==> src/rtl/rxs_pkg.sv <==
package rxs_pkg;
    localparam int ADDR_W     = 32;
    localparam int BASE_W     = 16;
    localparam int LEN_W      = 5;
    localparam int SEL_W      = 4;
    localparam int FIELD_BASE = 16;
    localparam int MIN_LEN    = 8;

    typedef enum logic [1:0] {
        ST_IDLE  = 2'd0,
        ST_XLAT  = 2'd1,
        ST_FAULT = 2'd2
    } ostate_e;

    typedef enum logic [2:0] {
        CR_SELECT   = 3'd0,
        CR_PRIV_IDX = 3'd1,
        CR_PRIV_VAL = 3'd2,
        CR_SEG_IDX  = 3'd3,
        CR_SEG_VAL  = 3'd4
    } cfg_reg_e;

    typedef struct packed {
        logic [BASE_W-1:0] base;
        logic [LEN_W-1:0]  len;
    } seg_entry_t;

    function automatic logic [ADDR_W-1:0] len_mask(input logic [LEN_W-1:0] len);
        return ~({{(ADDR_W-1){1'b1}}, 1'b0} << len);
    endfunction
endpackage

==> src/rtl/rxs_bitpick.sv <==
module rxs_bitpick #(
    parameter int IDX_W    = 6,
    parameter int BASE_BIT = 16
) (
    input  logic [31:0]      addr,
    input  logic [3:0]       sel,
    output logic [IDX_W-1:0] idx
);
    for (genvar k = 0; k < IDX_W; k++) begin : g_bit
        logic [6:0] pos;
        assign pos    = 7'(sel) + 7'(BASE_BIT + k);
        assign idx[k] = ((sel != 4'd0) && (pos < 7'd32)) ? addr[pos[4:0]] : 1'b0;
    end
endmodule

==> src/rtl/rxs_regfile.sv <==
module rxs_regfile
    import rxs_pkg::*;
#(
    parameter int SEG_IDX_W  = 6,
    parameter int PRIV_IDX_W = 4,
    parameter int PRIV_W     = 4
) (
    input  logic                  clk,
    input  logic                  rst_n,
    input  logic                  cfg_we,
    input  logic [2:0]            cfg_addr,
    input  logic [31:0]           cfg_wdata,
    output logic [31:0]           cfg_rdata,
    output logic [SEL_W-1:0]      seg_sel,
    output logic [SEL_W-1:0]      priv_sel,
    output logic [SEL_W-1:0]      sec_sel,
    input  logic [SEG_IDX_W-1:0]  seg_lk_idx,
    output seg_entry_t            seg_lk,
    input  logic [PRIV_IDX_W-1:0] priv_lk_idx,
    output logic [PRIV_W-1:0]     priv_lk
);
    localparam int SEG_N  = 1 << SEG_IDX_W;
    localparam int PRIV_N = 1 << PRIV_IDX_W;

    logic [1:0]            sec_ctl;
    logic [SEG_IDX_W-1:0]  seg_ptr;
    logic [PRIV_IDX_W-1:0] priv_ptr;
    seg_entry_t            seg_tab  [SEG_N];
    logic [PRIV_W-1:0]     priv_tab [PRIV_N];
    logic                  unused_wdata;

    assign unused_wdata = ^cfg_wdata[31:26];

    always_ff @(posedge clk or negedge rst_n) begin
        if (!rst_n) begin
            seg_sel  <= '0;
            priv_sel <= '0;
            sec_sel  <= '0;
            sec_ctl  <= '0;
            seg_ptr  <= '0;
            priv_ptr <= '0;
        end else if (cfg_we) begin
            case (cfg_addr)
                CR_SELECT: begin
                    seg_sel  <= cfg_wdata[3:0];
                    priv_sel <= cfg_wdata[11:8];
                    sec_sel  <= cfg_wdata[19:16];
                    sec_ctl  <= cfg_wdata[25:24];
                end
                CR_PRIV_IDX: priv_ptr <= cfg_wdata[PRIV_IDX_W-1:0];
                CR_SEG_IDX:  seg_ptr  <= cfg_wdata[SEG_IDX_W-1:0];
                default: ;
            endcase
        end
    end

    for (genvar s = 0; s < SEG_N; s++) begin : g_seg
        always_ff @(posedge clk or negedge rst_n) begin
            if (!rst_n)
                seg_tab[s] <= '0;
            else if (cfg_we && cfg_addr == CR_SEG_VAL && seg_ptr == SEG_IDX_W'(s))
                seg_tab[s] <= '{base: cfg_wdata[15:0], len: cfg_wdata[20:16]};
        end
    end

    for (genvar p = 0; p < PRIV_N; p++) begin : g_priv
        always_ff @(posedge clk or negedge rst_n) begin
            if (!rst_n)
                priv_tab[p] <= '0;
            else if (cfg_we && cfg_addr == CR_PRIV_VAL && priv_ptr == PRIV_IDX_W'(p))
                priv_tab[p] <= cfg_wdata[PRIV_W-1:0];
        end
    end

    assign seg_lk  = seg_tab[seg_lk_idx];
    assign priv_lk = priv_tab[priv_lk_idx];

    always_comb begin
        cfg_rdata = '0;
        case (cfg_addr)
            CR_SELECT: begin
                cfg_rdata[3:0]   = seg_sel;
                cfg_rdata[11:8]  = priv_sel;
                cfg_rdata[19:16] = sec_sel;
                cfg_rdata[25:24] = sec_ctl;
            end
            CR_PRIV_IDX: cfg_rdata[PRIV_IDX_W-1:0] = priv_ptr;
            CR_PRIV_VAL: cfg_rdata[PRIV_W-1:0]     = priv_tab[priv_ptr];
            CR_SEG_IDX:  cfg_rdata[SEG_IDX_W-1:0]  = seg_ptr;
            CR_SEG_VAL: begin
                cfg_rdata[15:0]  = seg_tab[seg_ptr].base;
                cfg_rdata[20:16] = seg_tab[seg_ptr].len;
            end
            default: cfg_rdata = '0;
        endcase
    end
endmodule

==> src/rtl/rxs_out_stage.sv <==
module rxs_out_stage
    import rxs_pkg::*;
#(
    parameter int PRIV_W = 4
) (
    input  logic              clk,
    input  logic              rst_n,
    input  logic              in_valid,
    input  logic              out_ready,
    input  logic              fault,
    input  logic [31:0]       x_addr,
    input  logic [PRIV_W-1:0] x_priv,
    input  logic              x_sec,
    output logic              out_valid,
    output logic              out_err,
    output logic [31:0]       out_addr,
    output logic [PRIV_W-1:0] out_priv,
    output logic              out_sec
);
    ostate_e state, nxt;

    always_comb begin
        if (!in_valid)   nxt = ST_IDLE;
        else if (fault)  nxt = ST_FAULT;
        else             nxt = ST_XLAT;
    end

    always_ff @(posedge clk or negedge rst_n) begin
        if (!rst_n)
            state <= ST_IDLE;
        else if (out_ready)
            state <= nxt;
    end

    always_ff @(posedge clk or negedge rst_n) begin
        if (!rst_n) begin
            out_addr <= '0;
            out_priv <= '0;
            out_sec  <= 1'b0;
        end else if (out_ready && in_valid) begin
            out_addr <= x_addr;
            out_priv <= x_priv;
            out_sec  <= x_sec;
        end
    end

    always_comb begin
        unique case (state)
            ST_IDLE:  begin out_valid = 1'b0; out_err = 1'b0; end
            ST_XLAT:  begin out_valid = 1'b1; out_err = 1'b0; end
            ST_FAULT: begin out_valid = 1'b0; out_err = 1'b1; end
            default:  begin out_valid = 1'b0; out_err = 1'b0; end
        endcase
    end
endmodule

==> src/rtl/rx_seg_xlate.sv <==
module rx_seg_xlate
    import rxs_pkg::*;
#(
    parameter int SEG_IDX_W  = 6,
    parameter int PRIV_IDX_W = 4,
    parameter int PRIV_W     = 4
) (
    input  logic              clk,
    input  logic              rst_n,
    input  logic              cfg_we,
    input  logic [2:0]        cfg_addr,
    input  logic [31:0]       cfg_wdata,
    output logic [31:0]       cfg_rdata,
    input  logic              in_valid,
    output logic              in_ready,
    input  logic [31:0]       in_addr,
    output logic              out_valid,
    input  logic              out_ready,
    output logic [31:0]       out_addr,
    output logic [PRIV_W-1:0] out_priv,
    output logic              out_sec,
    output logic              out_err
);
    logic [SEL_W-1:0]      seg_sel, priv_sel, sec_sel;
    logic [SEG_IDX_W-1:0]  seg_idx;
    logic [PRIV_IDX_W-1:0] priv_idx;
    seg_entry_t            seg_e;
    logic [PRIV_W-1:0]     priv_v;
    logic [4:0]            sec_pos;
    logic                  x_sec, fault;
    logic [31:0]           x_addr;

    rxs_regfile #(
        .SEG_IDX_W (SEG_IDX_W),
        .PRIV_IDX_W(PRIV_IDX_W),
        .PRIV_W    (PRIV_W)
    ) u_regs (
        .clk        (clk),
        .rst_n      (rst_n),
        .cfg_we     (cfg_we),
        .cfg_addr   (cfg_addr),
        .cfg_wdata  (cfg_wdata),
        .cfg_rdata  (cfg_rdata),
        .seg_sel    (seg_sel),
        .priv_sel   (priv_sel),
        .sec_sel    (sec_sel),
        .seg_lk_idx (seg_idx),
        .seg_lk     (seg_e),
        .priv_lk_idx(priv_idx),
        .priv_lk    (priv_v)
    );

    rxs_bitpick #(.IDX_W(SEG_IDX_W), .BASE_BIT(FIELD_BASE)) u_seg_pick (
        .addr(in_addr), .sel(seg_sel), .idx(seg_idx)
    );

    rxs_bitpick #(.IDX_W(PRIV_IDX_W), .BASE_BIT(FIELD_BASE)) u_priv_pick (
        .addr(in_addr), .sel(priv_sel), .idx(priv_idx)
    );

    assign sec_pos = 5'(sec_sel) + 5'(FIELD_BASE - 1);
    assign x_sec   = (sec_sel != '0) ? in_addr[sec_pos] : 1'b0;
    assign fault   = (seg_e.len < LEN_W'(MIN_LEN));
    assign x_addr  = {seg_e.base, 16'h0000} + (in_addr & len_mask(seg_e.len));
    assign in_ready = out_ready;

    rxs_out_stage #(.PRIV_W(PRIV_W)) u_out (
        .clk      (clk),
        .rst_n    (rst_n),
        .in_valid (in_valid),
        .out_ready(out_ready),
        .fault    (fault),
        .x_addr   (x_addr),
        .x_priv   (priv_v),
        .x_sec    (x_sec),
        .out_valid(out_valid),
        .out_err  (out_err),
        .out_addr (out_addr),
        .out_priv (out_priv),
        .out_sec  (out_sec)
    );
endmodule

==> config.mk <==
export PLATFORM = sky130hd
export DESIGN_NAME = rx_seg_xlate
export DESIGN_NICKNAME = d
export VERILOG_FILES = /design/src/rtl/rxs_pkg.sv /design/src/rtl/rxs_bitpick.sv /design/src/rtl/rxs_regfile.sv /design/src/rtl/rxs_out_stage.sv /design/src/rtl/rx_seg_xlate.sv
export SDC_FILE = /design/constraint.sdc
export NUM_CORES = 2
export LEC_CHECK = 0
export BUFFER_PORTS_ARGS = -buffer_cell sky130_fd_sc_hd__buf_2
export CORE_ASPECT_RATIO = 1.1
export CORE_UTILIZATION = 37
export CTS_BUF_LIST = sky130_fd_sc_hd__clkbuf_4 sky130_fd_sc_hd__clkbuf_8 sky130_fd_sc_hd__clkbuf_16
export DETAILED_ROUTE_END_ITERATION = 6
export SLEW_MARGIN = 30
export SYNTH_ARGS = -nofsm -noshare
export SYNTH_HDL_FRONTEND = slang
export SYNTH_SLANG_ARGS = --single-unit
==> constraint.sdc <==
create_clock -name clk -period 15 [get_ports clk]
set_clock_uncertainty 0.2 [all_clocks]
set_input_delay 0.75 -clock clk [delete_from_list [all_inputs] [get_ports clk]]
set_output_delay 0.75 -clock clk [all_outputs]
set_load 0.01 [all_outputs]
# == Yosys cells after proc, flatten, opt, wreduce, memory -nomap -nowiden ==
# Index checks and enable logic that the tools add are counted.
# classes
add_sub_neg,12
n_lt_le_gt_ge,26
n_eq_ne,84
n_shift,1
muxes,57
bitwise_logic,6
n_reduce_logical,102
# op_table
cell,n
$bmux 21 s6,2
$eq 6x6->1 const B,32
$eq 6x5->1 const B,16
$logic_and 1x1->1,93
$mux 21,4
$lt 7x6->1 const B,10
$lt 5x6->1 const B,11
$add 4x5->6 const B,10
$bmux 1 s5,11
$eq 6x4->1 const B,8
$add 32x32->32,1
$and 32x32->32,1
$bmux 4 s4,2
$eq 4x4->1 const B,8
$not 32->32,1
$shl 32x5->32 const A,1
$mux 1,25
$eq 6x3->1 const B,4
$mux 4,5
$pmux 4 s5,1
$eq 4x3->1 const B,4
$pmux 4 s2,2
$ge 7x7->1 const B,2
$not 6->7,2
20 further kinds,32
# totals
regBits,1471
input_bits,72
output_inout_bits,72
elab_cells,442

# == Depth between registers and ports, before layout ==
# logic_depth
ltp_word,12
mapped_depth,37
mapped_depth_nobuf,27

# == Cells and area by module ==
# Synthesis repeated with hierarchy kept, for this count alone.
# hier_totals
hier_cells,5169
area_unflattened_um2,81391.8
# modules_own_cells
module,n_inst,cells_per_inst,area_each_um2,seq_area_each_um2
rxs_regfile,1,4689,76181.8,35834.4
rxs_out_stage,1,88,1587.8,975.9
rxs_bitpick (u_seg_pick),1,140,1423.9,0.0
rx_seg_xlate,1,177,1232.4,0.0
rxs_bitpick (u_priv_pick),1,75,965.9,0.0

# == Worst setup path after synthesis ==
# No wires, ideal clock.
# synth_timing
kind,flip-flop to flip-flop
start,register u_regs.seg_sel[1]
end,register u_out.out_addr[30]
setup_time_ns,0.069
arrival_ns,7.062
required_time_ns,14.731
setup_slack_ns,7.669
path_stages_with_launch,36
n_path_buf,10
period_less_slack_ns,7.331
path_cell_list,dfrtp_1 > buf_2 > inv_1 > ha_1 > buf_4 > buf_2 > mux4_2 > mux4_2 > buf_6 > a22o_4 > buf_6 > buf_2 > buf_2 > buf_2 > buf_2 > buf_2 > nand2_1 > nand3_1 > a311oi_1 > a31oi_1 > a211oi_1 > a21oi_1 > ha_1 > fa_1 > a21o_1 > a21oi_1 > o21bai_1 > a21oi_1 > o21bai_1 > a21oi_1 > o21bai_1 > a21oi_1 > o21bai_1 > a211o_1 > a2111o_1 > nand3_1
# synth_between
elab_chain_cells,12
elab_cells_between_ends,45
cone_classes,add/sub: 7; order compare: 6; shift: 1; mux: 21; bitwise: 3; reduce/logical: 7
# synth_rtl
item,line_no,text
from (decl),rxs_regfile.sv:14,"output logic [SEL_W-1:0] seg_sel,"
from (signal assigned),rxs_regfile.sv:45,seg_sel <= cfg_wdata[3:0];
$add 4x5->6,rxs_bitpick.sv:11,assign pos = 7'(sel) + 7'(BASE_BIT + k);
$bmux 1 s5 / $lt 7x6->1 (equally long branches),rxs_bitpick.sv:12,assign idx[k] = ((sel != 4'd0) && (pos < 7'd32)) ? addr[pos[4:0]] : 1'b0;
$mux 1 (not written as such) / $logic_and 1x1->1 (equally long branches),rxs_bitpick.sv:12,
$mux 1,rxs_bitpick.sv:12,
$not 6->7 (not written as such) (*),rxs_regfile.sv:75,assign seg_lk = seg_tab[seg_lk_idx];
$bmux 21 s6 (*),rxs_regfile.sv:75,
$mux 21 (not written as such) (*) (2 in series),rxs_regfile.sv:75,
$shl 32x5->32,rxs_pkg.sv:29,"return ~({{(ADDR_W-1){1'b1}}, 1'b0} << len);"
$not 32->32,rxs_pkg.sv:29,
$and 32x32->32,rx_seg_xlate.sv:64,"assign x_addr = {seg_e.base, 16'h0000} + (in_addr & len_mask(seg_e.len));"
$add 32x32->32 (*),rx_seg_xlate.sv:64,
to (signal assigned),rxs_out_stage.sv:41,out_addr <= x_addr;
to (decl),rxs_out_stage.sv:16,"output logic [31:0] out_addr,"
# Mark *: on every way between the ends. The rest lies on a longest branch, timed or not. The select of a mux whose other input is x is not followed.
# A chain may end at the register's enable or synchronous reset.

# == Worst setup path in the final report ==
# layout_timing
start,register u_regs.seg_sel[1]
end,register u_out.out_addr[31]
# Same word-level chain as after synthesis.

==> results.txt <==
slew margin rel.: 0.284
via count: 61200
Final Net Count: 6903
layout cell share with drive strength beyond 1: 0.383
Main synth FF type: dfrtp_1
pwr/cell area: 165 mW/mm2
Post-synth EDFFs: 0
Worst VDD drop: 0.200 mV
Post-CTS Setup Bufs: 0
Worst Tran Pin Value: 1.07 ns
synth unique cells: 75
Fillers: 20800
total CTS buffers: 156
CP startpoint: u_regs.seg_sel[1]
Worst Path Required: 15.57 ns
total track usage: 0.251
met3 usage: 0.0530
endpoints failing setup: 0
crit share post-route: 0.687
synthesis-stage register bit count: 1471
DRC Markers: 0
Pre-antenna DRT Iters: 6
initial antenna violation count: 16
Critical R2R Launch: u_regs.seg_sel[1]
Post-Layout Cell Count: 9874
routed len/inst: 29.1 um
min-delay src: in_addr[14]
insertion delay to the later sink of the worst-skew pair: 0.83 ns
CTS sink count: 1471
# rows: 182
final hold vios: 0
met1 Use GR: 0.324
Starting Density: 0.372
Worst setup SP type: register
mapped cell area: 0.0832 mm2
Iter 0 DRT Violations: 6998
DP HPWL: 172000 um
hold buffers post-CTS: 16
Worst Hold Class: in2reg
via/cell ratio: 6.20
maxcap violations: 0
Chip Height: 499 um
max-slew violations: 0
highest clock rate: 97.1 MHz
CP endpoint kind: register
global route overflow: 0
GRT met2 Usage: 0.387
clk slew on worst S/H paths: 0.07 ns
CTS tree: built
Core Util, Final: 0.412
post-synthesis sequential area ratio: 0.442
critical path fanouts, max: 108
Synth Instances: 7065
GPL Wtd Cong: 0.903
Placed Cells: 9564
Resized cells post-CTS: 0
Root Buffer: clkbuf_16
Area Growth Syn to Fin: 10.7%
CORE AREA: 0.224 mm2
Crit Path Category: reg2reg
vias in the first global route: 60400
cell area after layout: 0.0921 mm2
fraction of registers with async set/reset: 1.00
GR peak layer: met2
setup TNS: 0 ns
PortBufs: 125
Synthesis Warnings: 0
leakage: 0.0408 uW
Crit path arrival time: 10.87 ns
RSZ-0062 raised after global routing: no
synthesized area per cell: 11.8 um2
H-tree Lvls: 4
IO Count: 144
placed instance area: 0.0863 mm2
minimum clock period: 10.30 ns
post-route ant nets: 0
die area: 0.227 mm2
R2R Setup Slk: 4.70 ns
Clock Path Buffers: 3
first-pass GRT wire length: 421000 um
status: finished, final reports clean
largest net degree at the start of global routing: 164
die span in x: 454 um
WL final: 287000 um
[state kept, by name, summed over array words and instances (netlist names)]
| register | count |
|---|---|
| u_out.out_priv | 4 |
| u_regs.priv_sel | 4 |
| u_out.out_sec | 1 |
| u_regs.priv_tab | 64 |
| u_regs.seg_tab | 1344 |
| u_out.out_addr | 32 |
| u_regs.priv_ptr | 4 |
| u_regs.seg_sel | 4 |
| u_regs.seg_ptr | 6 |
| u_regs.sec_ctl | 2 |
| u_out.state | 2 |
| u_regs.sec_sel | 4 |
[per-stage QoR]
| stage | worst slack [ns] | power (uW) | hold WS (ns) |
|---|---|---|---|
| 2_1_floorplan | 7.67 | 8750 | 0.254 |
| 3_3_place_gp | 4.67 | 10900 | 0.255 |
| 3_5_place_dp | 4.65 | 10900 | 0.258 |
| 4_1_cts | 4.62 | 15100 | 0.00613 |
| 5_1_grt | 4.42 | 15800 | 0.0585 |
| 6_report | 4.70 | 15200 | 0.0530 |
[layout by cell type (no fill, tap or decap), types with 48 or more instances in the layout]
master,synthesis,routed
mux2i_1,126,126
buf_4,23,150
mux4_2,521,521
o21ai_0,58,58
buf_2,110,113
clkbuf_16,0,163
a31oi_1,48,48
and3_1,109,109
a21oi_1,78,74
nand2_1,1352,1316
a311oi_1,189,188
mux2_2,1447,1447
dfrtp_1,1471,1463
nand3_1,458,458
[power breakdown]
part | total (uW) | switching, uW | internal [uW] | leakage [uW]
registers | 4680 | 354 | 4320 | 0.0202
clock network | 4140 | 1720 | 2430 | 0.00273
logic | 6370 | 4330 | 2040 | 0.0178
[cells in the mapped netlist, drive strengths merged (72+ instances only)]
cell type	number	area (um2)
dfrtp	1471	36800
mux2	1447	16300
nand2	1353	5090
mux4	521	11700
clkbuf	478	1790
nand3	458	2290
buf	263	1340
a311oi	190	1670
mux2i	126	1260
and3	109	682
a21oi	78	390
nor2	72	298
[final timing paths]
| check | to | cells past startpoint |
|---|---|---|
| worst min-delay path | u_out.out_addr[14] | 3 |
| min in group asynchronous | u_regs.seg_tab[314] | 2 |
| max in group asynchronous | u_regs.priv_tab[18] | 6 |
| worst max-delay path | u_out.out_addr[31] | 27 |
| worst min register to register | u_out.out_addr[2] | 2 |
| worst max register to register | u_out.out_addr[31] | 27 |
[critical path, cell delays in order (launching register included)]
cell and delay [ns]:
dfrtp_1 0.91, inv_1 0.26, ha_1 0.84, mux4_2 0.61, mux4_2 0.64, a22o_4 0.42, buf_16 0.26, buf_12 0.31
nor2_4 0.77, nand3_1 0.17, a311oi_1 0.62, a41oi_1 0.08, and4_1 0.28, buf_4 0.22, or2_2 0.41, o311a_1 0.38
ha_1 0.30, a21o_1 0.16, a21o_1 0.20, a21oi_1 0.15, o21bai_1 0.10, a21oi_1 0.28, o211ai_1 0.18, a41oi_1 0.33
o21ai_0 0.25, or3_1 0.40, a211o_1 0.29, nand3_1 0.07
[cell families after synthesis]
logic type,synth area share
buffers and inverters,0.0390
AOI/OAI and AO/OA,0.0497
muxes,0.352
adders and majority gates,0.00475
other,0.0000450
and+or+nand+nor,0.110
xor gates and xnor gates,0.00231
DFF,0.442
[area by class of cell]
type	instances	area (um2)	share of cell area
clock inverter	60	689	0.00748
clock buffer	221	4770	0.0518
tap	2944	3680	0.0400
inverter	30	113	0.00122
antenna	7	17.5	0.000190
multi-input combinational	4831	43600	0.473
timing repair buffer	310	2400	0.0261
sequential	1471	36800	0.400
[layer usage]
metal,part of all wire,up-vias,wire length [um]
met1,0.39,31900,112000
met4,0.064,8,18300
met2,0.46,3060,131000
met5,0.00016,-,45
met3,0.088,774,25400
li1,-,25400,-
(Power assumes the default switching activity.)
